==> config.mk <==
export PLATFORM = sky130hd
export DESIGN_NAME = flash_pulse_sched
export DESIGN_NICKNAME = d
export VERILOG_FILES = /design/src/rtl/fps_pkg.sv /design/src/rtl/fps_us_tick.sv /design/src/rtl/fps_pulse_fsm.sv /design/src/rtl/fps_attempt_ctl.sv /design/src/rtl/fps_time_acc.sv /design/src/rtl/flash_pulse_sched.sv
export SDC_FILE = /design/constraint.sdc
export NUM_CORES = 1
export LEC_CHECK = 0
export BUFFER_PORTS_ARGS = -buffer_cell sky130_fd_sc_hd__clkbuf_2
export CORE_MARGIN = 2
export CORE_UTILIZATION = 40
export CTS_CLUSTER_DIAMETER = 50
export DETAILED_ROUTE_END_ITERATION = 7
export GPL_TIMING_DRIVEN = 0
export PLACE_DENSITY_LB_ADDON = 0.2
export SYNTH_ARGS = -nofsm -noshare
export SYNTH_HDL_FRONTEND = slang
export SYNTH_HIERARCHICAL = 1
export SYNTH_SLANG_ARGS = --single-unit
export TNS_END_PERCENT = 5
==> constraint.sdc <==
create_clock -name clk -period 6.48 [get_ports clk]
set_input_delay 0.648 -clock clk [delete_from_list [all_inputs] [get_ports clk]]
set_output_delay 0.648 -clock clk [all_outputs]
set_load 0.02 [all_outputs]
==> src/rtl/fps_pkg.sv <==
package fps_pkg;

  typedef enum logic [1:0] {
    PS_IDLE = 2'd0,
    PS_HEAD = 2'd1,
    PS_TAIL = 2'd2,
    PS_LONG = 2'd3
  } pulse_st_e;

  // Time budget in microseconds for a ceiling of n attempts.
  function automatic int unsigned fps_budget_us(
    input int unsigned n,
    input int unsigned early,
    input int unsigned head_us,
    input int unsigned tail_us,
    input int unsigned long_us
  );
    if (n <= early) begin
      return (head_us + tail_us) * n;
    end
    return (head_us + tail_us) * early + long_us * (n - early);
  endfunction

endpackage

==> src/rtl/fps_us_tick.sv <==
module fps_us_tick #(
  parameter int DIV = 100
) (
  input  logic clk,
  input  logic rst_n,
  input  logic run_i,
  input  logic clr_i,
  output logic tick_o
);
  localparam int CW = (DIV > 1) ? $clog2(DIV) : 1;
  localparam logic [CW-1:0] LAST = CW'(DIV - 1);

  logic [CW-1:0] cnt_q, cnt_d;
  logic          cnt_en;

  assign tick_o = run_i && (cnt_q == LAST);
  assign cnt_en = clr_i || run_i;

  always_comb begin
    cnt_d = cnt_q;
    if (clr_i) begin
      cnt_d = '0;
    end else if (run_i) begin
      cnt_d = (cnt_q == LAST) ? '0 : cnt_q + 1'b1;
    end
  end

  always_ff @(posedge clk or negedge rst_n) begin
    if (!rst_n) begin
      cnt_q <= '0;
    end else if (cnt_en) begin
      cnt_q <= cnt_d;
    end
  end

endmodule

==> src/rtl/fps_pulse_fsm.sv <==
module fps_pulse_fsm
  import fps_pkg::*;
#(
  parameter int HEAD_US = 30,
  parameter int TAIL_US = 10,
  parameter int LONG_US = 200
) (
  input  logic clk,
  input  logic rst_n,
  input  logic launch_i,
  input  logic long_i,
  input  logic tick_i,
  output logic active_o,
  output logic tail_o,
  output logic end_o
);
  localparam int MAXW = (LONG_US > HEAD_US) ?
                        ((LONG_US > TAIL_US) ? LONG_US : TAIL_US) :
                        ((HEAD_US > TAIL_US) ? HEAD_US : TAIL_US);
  localparam int UW = $clog2(MAXW + 1);
  localparam logic [UW-1:0] HEAD_LAST = UW'(HEAD_US - 1);
  localparam logic [UW-1:0] TAIL_LAST = UW'(TAIL_US - 1);
  localparam logic [UW-1:0] LONG_LAST = UW'(LONG_US - 1);

  pulse_st_e     st_q, st_d;
  logic [UW-1:0] us_q, us_d;
  logic          reg_en;

  assign active_o = (st_q != PS_IDLE);
  assign tail_o   = (st_q == PS_TAIL);
  assign reg_en   = launch_i || tick_i;

  always_comb begin
    st_d  = st_q;
    us_d  = us_q;
    end_o = 1'b0;
    unique case (st_q)
      PS_IDLE: begin
        if (launch_i) begin
          st_d = long_i ? PS_LONG : PS_HEAD;
          us_d = '0;
        end
      end
      PS_HEAD: begin
        if (tick_i) begin
          if (us_q == HEAD_LAST) begin
            st_d = PS_TAIL;
            us_d = '0;
          end else begin
            us_d = us_q + 1'b1;
          end
        end
      end
      PS_TAIL: begin
        if (tick_i) begin
          if (us_q == TAIL_LAST) begin
            st_d  = PS_IDLE;
            us_d  = '0;
            end_o = 1'b1;
          end else begin
            us_d = us_q + 1'b1;
          end
        end
      end
      PS_LONG: begin
        if (tick_i) begin
          if (us_q == LONG_LAST) begin
            st_d  = PS_IDLE;
            us_d  = '0;
            end_o = 1'b1;
          end else begin
            us_d = us_q + 1'b1;
          end
        end
      end
      default: st_d = PS_IDLE;
    endcase
  end

  always_ff @(posedge clk or negedge rst_n) begin
    if (!rst_n) begin
      st_q <= PS_IDLE;
      us_q <= '0;
    end else if (reg_en) begin
      st_q <= st_d;
      us_q <= us_d;
    end
  end

  AST_TAIL_AFTER_HEAD: assert property (@(posedge clk) disable iff (!rst_n)
    $rose(tail_o) |-> $past(st_q) == PS_HEAD);

endmodule

==> src/rtl/fps_attempt_ctl.sv <==
module fps_attempt_ctl #(
  parameter int ATT_W     = 10,
  parameter int EARLY_CNT = 6,
  parameter int CNT_W     = ATT_W + 1
) (
  input  logic             clk,
  input  logic             rst_n,
  input  logic             start_i,
  input  logic             retry_i,
  input  logic [ATT_W-1:0] max_i,
  input  logic             busy_i,
  input  logic             end_i,
  output logic             launch_o,
  output logic             long_o,
  output logic             clr_o,
  output logic [CNT_W-1:0] attempt_o,
  output logic             done_o,
  output logic             limit_o
);
  localparam logic [CNT_W-1:0] EARLY = CNT_W'(EARLY_CNT);
  localparam logic [CNT_W-1:0] ONE   = CNT_W'(1);

  logic [CNT_W-1:0] att_q, att_d;
  logic             att_en;
  logic             done_q;
  logic             start_ok, retry_ok;

  assign limit_o  = att_q > {1'b0, max_i};
  assign start_ok = start_i && !busy_i;
  assign retry_ok = retry_i && !busy_i && !start_i && !limit_o && (att_q != '0);
  assign launch_o = (start_ok && (max_i != '0)) || retry_ok;
  assign long_o   = start_ok ? (ONE > EARLY) : (att_q > EARLY);
  assign clr_o    = start_ok;
  assign att_en   = start_ok || end_i;

  always_comb begin
    att_d = att_q;
    if (start_ok) begin
      att_d = ONE;
    end else if (end_i) begin
      att_d = att_q + 1'b1;
    end
  end

  always_ff @(posedge clk or negedge rst_n) begin
    if (!rst_n) begin
      att_q <= '0;
    end else if (att_en) begin
      att_q <= att_d;
    end
  end

  always_ff @(posedge clk or negedge rst_n) begin
    if (!rst_n) begin
      done_q <= 1'b0;
    end else begin
      done_q <= end_i;
    end
  end

  assign attempt_o = att_q;
  assign done_o    = done_q;

  AST_ATTEMPT_STEP: assert property (@(posedge clk) disable iff (!rst_n)
    done_q |-> att_q == $past(att_q) + 1'b1);
  AST_LAUNCH_IN_LIMIT: assert property (@(posedge clk) disable iff (!rst_n)
    $rose(busy_i) |-> att_q <= {1'b0, max_i});

endmodule

==> src/rtl/fps_time_acc.sv <==
module fps_time_acc
  import fps_pkg::*;
#(
  parameter int ATT_W     = 10,
  parameter int ACC_W     = 18,
  parameter int EARLY_CNT = 6,
  parameter int HEAD_US   = 30,
  parameter int TAIL_US   = 10,
  parameter int LONG_US   = 200
) (
  input  logic             clk,
  input  logic             rst_n,
  input  logic             clr_i,
  input  logic             tick_i,
  input  logic [ATT_W-1:0] max_i,
  output logic [ACC_W-1:0] acc_o,
  output logic             over_o
);
  logic [ACC_W-1:0] acc_q, acc_d;
  logic             acc_en;
  int unsigned      budget;

  assign acc_en = clr_i || tick_i;

  always_comb begin
    acc_d = acc_q;
    if (clr_i) begin
      acc_d = '0;
    end else if (tick_i && (acc_q != '1)) begin
      acc_d = acc_q + 1'b1;
    end
  end

  always_ff @(posedge clk or negedge rst_n) begin
    if (!rst_n) begin
      acc_q <= '0;
    end else if (acc_en) begin
      acc_q <= acc_d;
    end
  end

  always_comb begin
    budget = fps_budget_us(32'(max_i), int'(EARLY_CNT), int'(HEAD_US),
                           int'(TAIL_US), int'(LONG_US));
  end

  assign over_o = 32'(acc_q) > budget;
  assign acc_o  = acc_q;

endmodule

==> src/rtl/flash_pulse_sched.sv <==
module flash_pulse_sched #(
  parameter int CLK_PER_US = 100,
  parameter int HEAD_US    = 30,
  parameter int TAIL_US    = 10,
  parameter int LONG_US    = 200,
  parameter int EARLY_CNT  = 6,
  parameter int ATT_W      = 10,
  parameter int CNT_W      = ATT_W + 1,
  parameter int ACC_W      = $clog2((HEAD_US + TAIL_US) * EARLY_CNT +
                                    LONG_US * (2 ** ATT_W) + 1)
) (
  input  logic             clk,
  input  logic             rst_n,
  input  logic             start_i,
  input  logic             retry_i,
  input  logic [ATT_W-1:0] max_att_i,
  output logic             prog_en_o,
  output logic             tail_seg_o,
  output logic [CNT_W-1:0] attempt_o,
  output logic             done_o,
  output logic             limit_o,
  output logic [ACC_W-1:0] prog_us_o,
  output logic             over_budget_o
);
  logic rst_meta_q, rst_sync_q;
  logic launch, long_sel, clr_acc, tick, pulse_end, active;

  always_ff @(posedge clk or negedge rst_n) begin
    if (!rst_n) begin
      rst_meta_q <= 1'b0;
      rst_sync_q <= 1'b0;
    end else begin
      rst_meta_q <= 1'b1;
      rst_sync_q <= rst_meta_q;
    end
  end

  fps_us_tick #(.DIV(CLK_PER_US)) u_tick (
    .clk    (clk),
    .rst_n  (rst_sync_q),
    .run_i  (active),
    .clr_i  (launch),
    .tick_o (tick)
  );

  fps_attempt_ctl #(.ATT_W(ATT_W), .EARLY_CNT(EARLY_CNT), .CNT_W(CNT_W)) u_ctl (
    .clk       (clk),
    .rst_n     (rst_sync_q),
    .start_i   (start_i),
    .retry_i   (retry_i),
    .max_i     (max_att_i),
    .busy_i    (active),
    .end_i     (pulse_end),
    .launch_o  (launch),
    .long_o    (long_sel),
    .clr_o     (clr_acc),
    .attempt_o (attempt_o),
    .done_o    (done_o),
    .limit_o   (limit_o)
  );

  fps_pulse_fsm #(.HEAD_US(HEAD_US), .TAIL_US(TAIL_US), .LONG_US(LONG_US)) u_fsm (
    .clk      (clk),
    .rst_n    (rst_sync_q),
    .launch_i (launch),
    .long_i   (long_sel),
    .tick_i   (tick),
    .active_o (active),
    .tail_o   (tail_seg_o),
    .end_o    (pulse_end)
  );

  fps_time_acc #(
    .ATT_W(ATT_W), .ACC_W(ACC_W), .EARLY_CNT(EARLY_CNT),
    .HEAD_US(HEAD_US), .TAIL_US(TAIL_US), .LONG_US(LONG_US)
  ) u_acc (
    .clk    (clk),
    .rst_n  (rst_sync_q),
    .clr_i  (clr_acc),
    .tick_i (tick),
    .max_i  (max_att_i),
    .acc_o  (prog_us_o),
    .over_o (over_budget_o)
  );

  assign prog_en_o = active;

  AST_DONE_ON_FALL: assert property (@(posedge clk) disable iff (!rst_sync_q)
    $fell(prog_en_o) |-> done_o);
  AST_TAIL_EARLY_ONLY: assert property (@(posedge clk) disable iff (!rst_sync_q)
    tail_seg_o |-> attempt_o <= CNT_W'(EARLY_CNT));
  AST_ACC_HOLD_IDLE: assert property (@(posedge clk) disable iff (!rst_sync_q)
    (!prog_en_o && !start_i) |=> $stable(prog_us_o));
  AST_LIMIT_BLOCKS: assert property (@(posedge clk) disable iff (!rst_sync_q)
    (limit_o && !prog_en_o && !start_i) |=> !prog_en_o);

endmodule

==> summary.txt <==
Status
  – Outcome: complete, no violations

Worst hold path
  – Worst Hold Class: in -> async

Timing
  – Fin worst setup slack: about 0.081 ns
  – Max Clk Rate: 156 MHz
  – # setup viols final: 0
  – Slew @ Worst Pin: approximately 1 ns
  – Tmin final: about 6.4 ns
  – RSZ-0062 raised after global routing: true
  – Skew final: between 0.008 and 0.009 ns
  – Slew headroom: 0.311
  – Final Max Tran Viols: 0
  – Fin. Hold Viols: 0
  – Period Utilization, post-route: 0.988
  – Hold_ws: 0.128 ns

Synthesis
  – Mapped cell area: 5530 um2
  – Number of synthesized flops with an enable pin: 0
  – Count leader, synth: ha_1
  – Sequential-to-total area share from yosys stat: 0.222
  – Synth Net Count: 730
  – Post-synth top area cell: dfrtp_1
  – Area share of the largest cell type after synthesis: 0.222
  – Post-synthesis average cell area: 8.89 um2
  – Cells after Synth: 622
  – Post-synth ARST share: 1.00
  – Netlist cell types: 77
  – Synth top area cells: dfrtp_1 22%, ha_1 19%, xnor2_1 5.1%
  – Commonest cells in the netlist: 84 x ha_1, 55 x nor2_1, 49 x dfrtp_1
  – Synth Warn #: 6
  – Predominant post-synthesis flop cell: dfrtp_1
  – Seq cells post-synth: 49

Pwr
  – Maximum vdd drop: between 0.0001 and 0.00015 V
  – Leakage power: 2.96 nW
  – Cell Pwr Density: around 300 nW/um2

Placement
  – Pre-CTS WS: -0.906 ns
  – Routability cong.: 0.851
  – Count of port buffers added during placement: 47
  – Hpwl dp: 10.6 mm

Die
  – I/O Pins: 48
  – Number of cell rows: 42
  – Initial Util: 0.414
  – Core area: 13300 um2
  – Total die area: 14800 um2
  – Die Y: 122 um
  – Die Width: 122 um

Clock network
  – Clk buf depth: 2
  – CTS tree: yes
  – CTS root buf: clkbuf_16
  – CTS Sinks: 49
  – CTS clk-pin slew, worst paths: 0.07 ns
  – CTS Hold Buffers Added: 0
  – Later-pin clock latency in the skew report: 0.29 ns
  – TritonCTS Buffers: 5
  – CTS H-tree lvls: 2

GRT
  – First-pass GRT wire length: 22.8 mm
  – Initial antenna violation count: 0
  – Met1 Usage GRT: 0.275
  – Congestion Overflow GR: 0
  – GR Util met3: 0.0178
  – Largest net degree at the start of global routing: 37
  – Vias in the first global route: 4661
  – GR Util met2: 0.311
  – GR peak layer: met2
  – Tot GR Track Use: 0.189

Cells and area
  – P&R area growth vs syn: 19.6%
  – # diodes: 0
  – Final Core Density: 0.495
  – Fin nets: 801
  – Layout cells sized above 1: 0.197

Worst setup path
  – CP Capture Type: output pin
  – Startpoint types: input pin
  – Setup crit start: max_att_i[2]
  – Max FO, Critical Path: 9
  – CP required: around 6 ns
  – R2R Path End: u_ctl/attempt_o[10]
  – WP data arrival: 5.75 ns
  – Worst R2R Setup Slack: 2.87 ns
  – Setup crit end: over_budget_o
  – Worst R2R Path Depth: 13
  – Setup CP Type: in -> out
  – RR Startpoint: u_fsm/st_q[0]

Routing
  – WL per Instance: 16.0 um
  – Vias: about 4900
  – Drt initial violations: just over 300
  – Drt first pass iters: 5
  – Final ANT Viol Nets: 0
  – DRC: 0
  – Routed WL: 13.9 mm
  – Vias per cell: 5.60

Job
  – Max-Cap Viols: 0
## layout by cell type (no fill, tap or decap), drive strengths merged, types with 4 or more instances in the layout
cell	count
or4	4
o31ai	6
buf	33
o211ai	9
and2	4
a21o	10
nand3	26
a2111oi	4
nor2	55
or3	10
xnor2	32
mux2i	7
ha	84
a21oi	35
fa	10
a211oi	9
clkbuf	49
nor3	18
nand2b	7
nand2	45
o21ai	27
and3	8
inv	41
nand4	13
xor2	26
and4	5
nand3b	4
nand4b	4
a31oi	7
dfrtp	49
nor4	5
## metal layers
layer | vias to the layer above | part of all wire | routed length, um
met3 | 8 | 0.026 | 367
met4 | 0 | 0.0066 | 92
met2 | 80 | 0.47 | 6520
li1 | 2406 | - | -
met1 | 2379 | 0.50 | 6940
met5 | - | 0 | 0
## power by group
part	switching [mW]	total (mW)	internal, mW
sequential	0.0552	0.399	0.344
clock	0.120	0.343	0.223
combinational	0.671	1.24	0.566
## critical path: stages
cell and delay (ns):
buf_4 0.16, ha_4 0.18, nor3_4 0.20, nand2_2 0.12
or3_4 0.37, xnor2_4 0.16, ha_1 0.21, fa_1 0.50
fa_1 0.45, ha_4 0.33, nor3_1 0.08, o311a_1 0.13
a211o_1 0.29, nor3_4 0.18, nand3_1 0.15, xnor2_2 0.22
nand2_2 0.09, ha_4 0.30, nand4_1 0.09, nor3_1 0.13
nand2_1 0.11, nand3_1 0.10, a31oi_1 0.05, a211oi_2 0.27
a311oi_2 0.06, buf_4 0.17
## sequential cells by signal (all words and copies together), names as in the netlist
signal and flops:
u_fsm/us_q 8, u_ctl/attempt_o 11, u_acc/acc_o 18, rst_sync_q 1, u_ctl/done_o 1, rst_meta_q 1
u_fsm/st_q 2, u_tick/cnt_q 7
## kinds of logic after synthesis
kind of cell / share of synthesized area
xor gates and xnor gates: 0.0919
other: 0.000679
and+or+nand+nor: 0.215
adders and majority gates: 0.226
buffers and inverters: 0.0385
muxes: 0.0154
DFF: 0.222
AOI/OAI and AO/OA: 0.190
## layout make-up
cell class	count	area (um2)
Fill cell	1286	6740
Inverter	40	150
Clock inverter	3	68.8
Clock buffer	5	125
Timing Repair Buffer	67	403
Buffer	10	53.8
Tap cell	176	220
Multi-Input combinational cell	520	4360
Sequential cell	49	1230
## timing repair
action | in CTS | in global routing
gates resized for setup | 28 | 20
pin swaps | 16 | 16
gates cloned | 0 | 1
endpoints found under the setup margin | 1 | 1
buffers inserted | 11 | 7
## worst min path at each step
stage,depth (start not counted),startpoint,end,slack (ns)
3_5_place_dp,0,rst_sync_q,u_acc/acc_o[8],0.16
6_report,1,rst_n,rst_meta_q,0.13
3_3_place_gp,0,rst_meta_q,rst_sync_q,0.34
2_1_floorplan,0,rst_meta_q,rst_sync_q,0.33
5_1_grt,1,rst_n,rst_meta_q,0.12
4_1_cts,1,rst_n,rst_meta_q,0.12
## per-stage QoR
step	std cells	total power, mW	area [um2]	TNS [ns]
final	870	1.98	6610	0
after floorplan	622	1.25	5540	0
after global placement	845	1.45	5990	-0.783
after global routing	870	2.14	6610	-0.193
after detailed placement	846	1.48	6020	-0.906
after CTS	862	1.89	6440	0
Power figures use the tool's default switching activity.
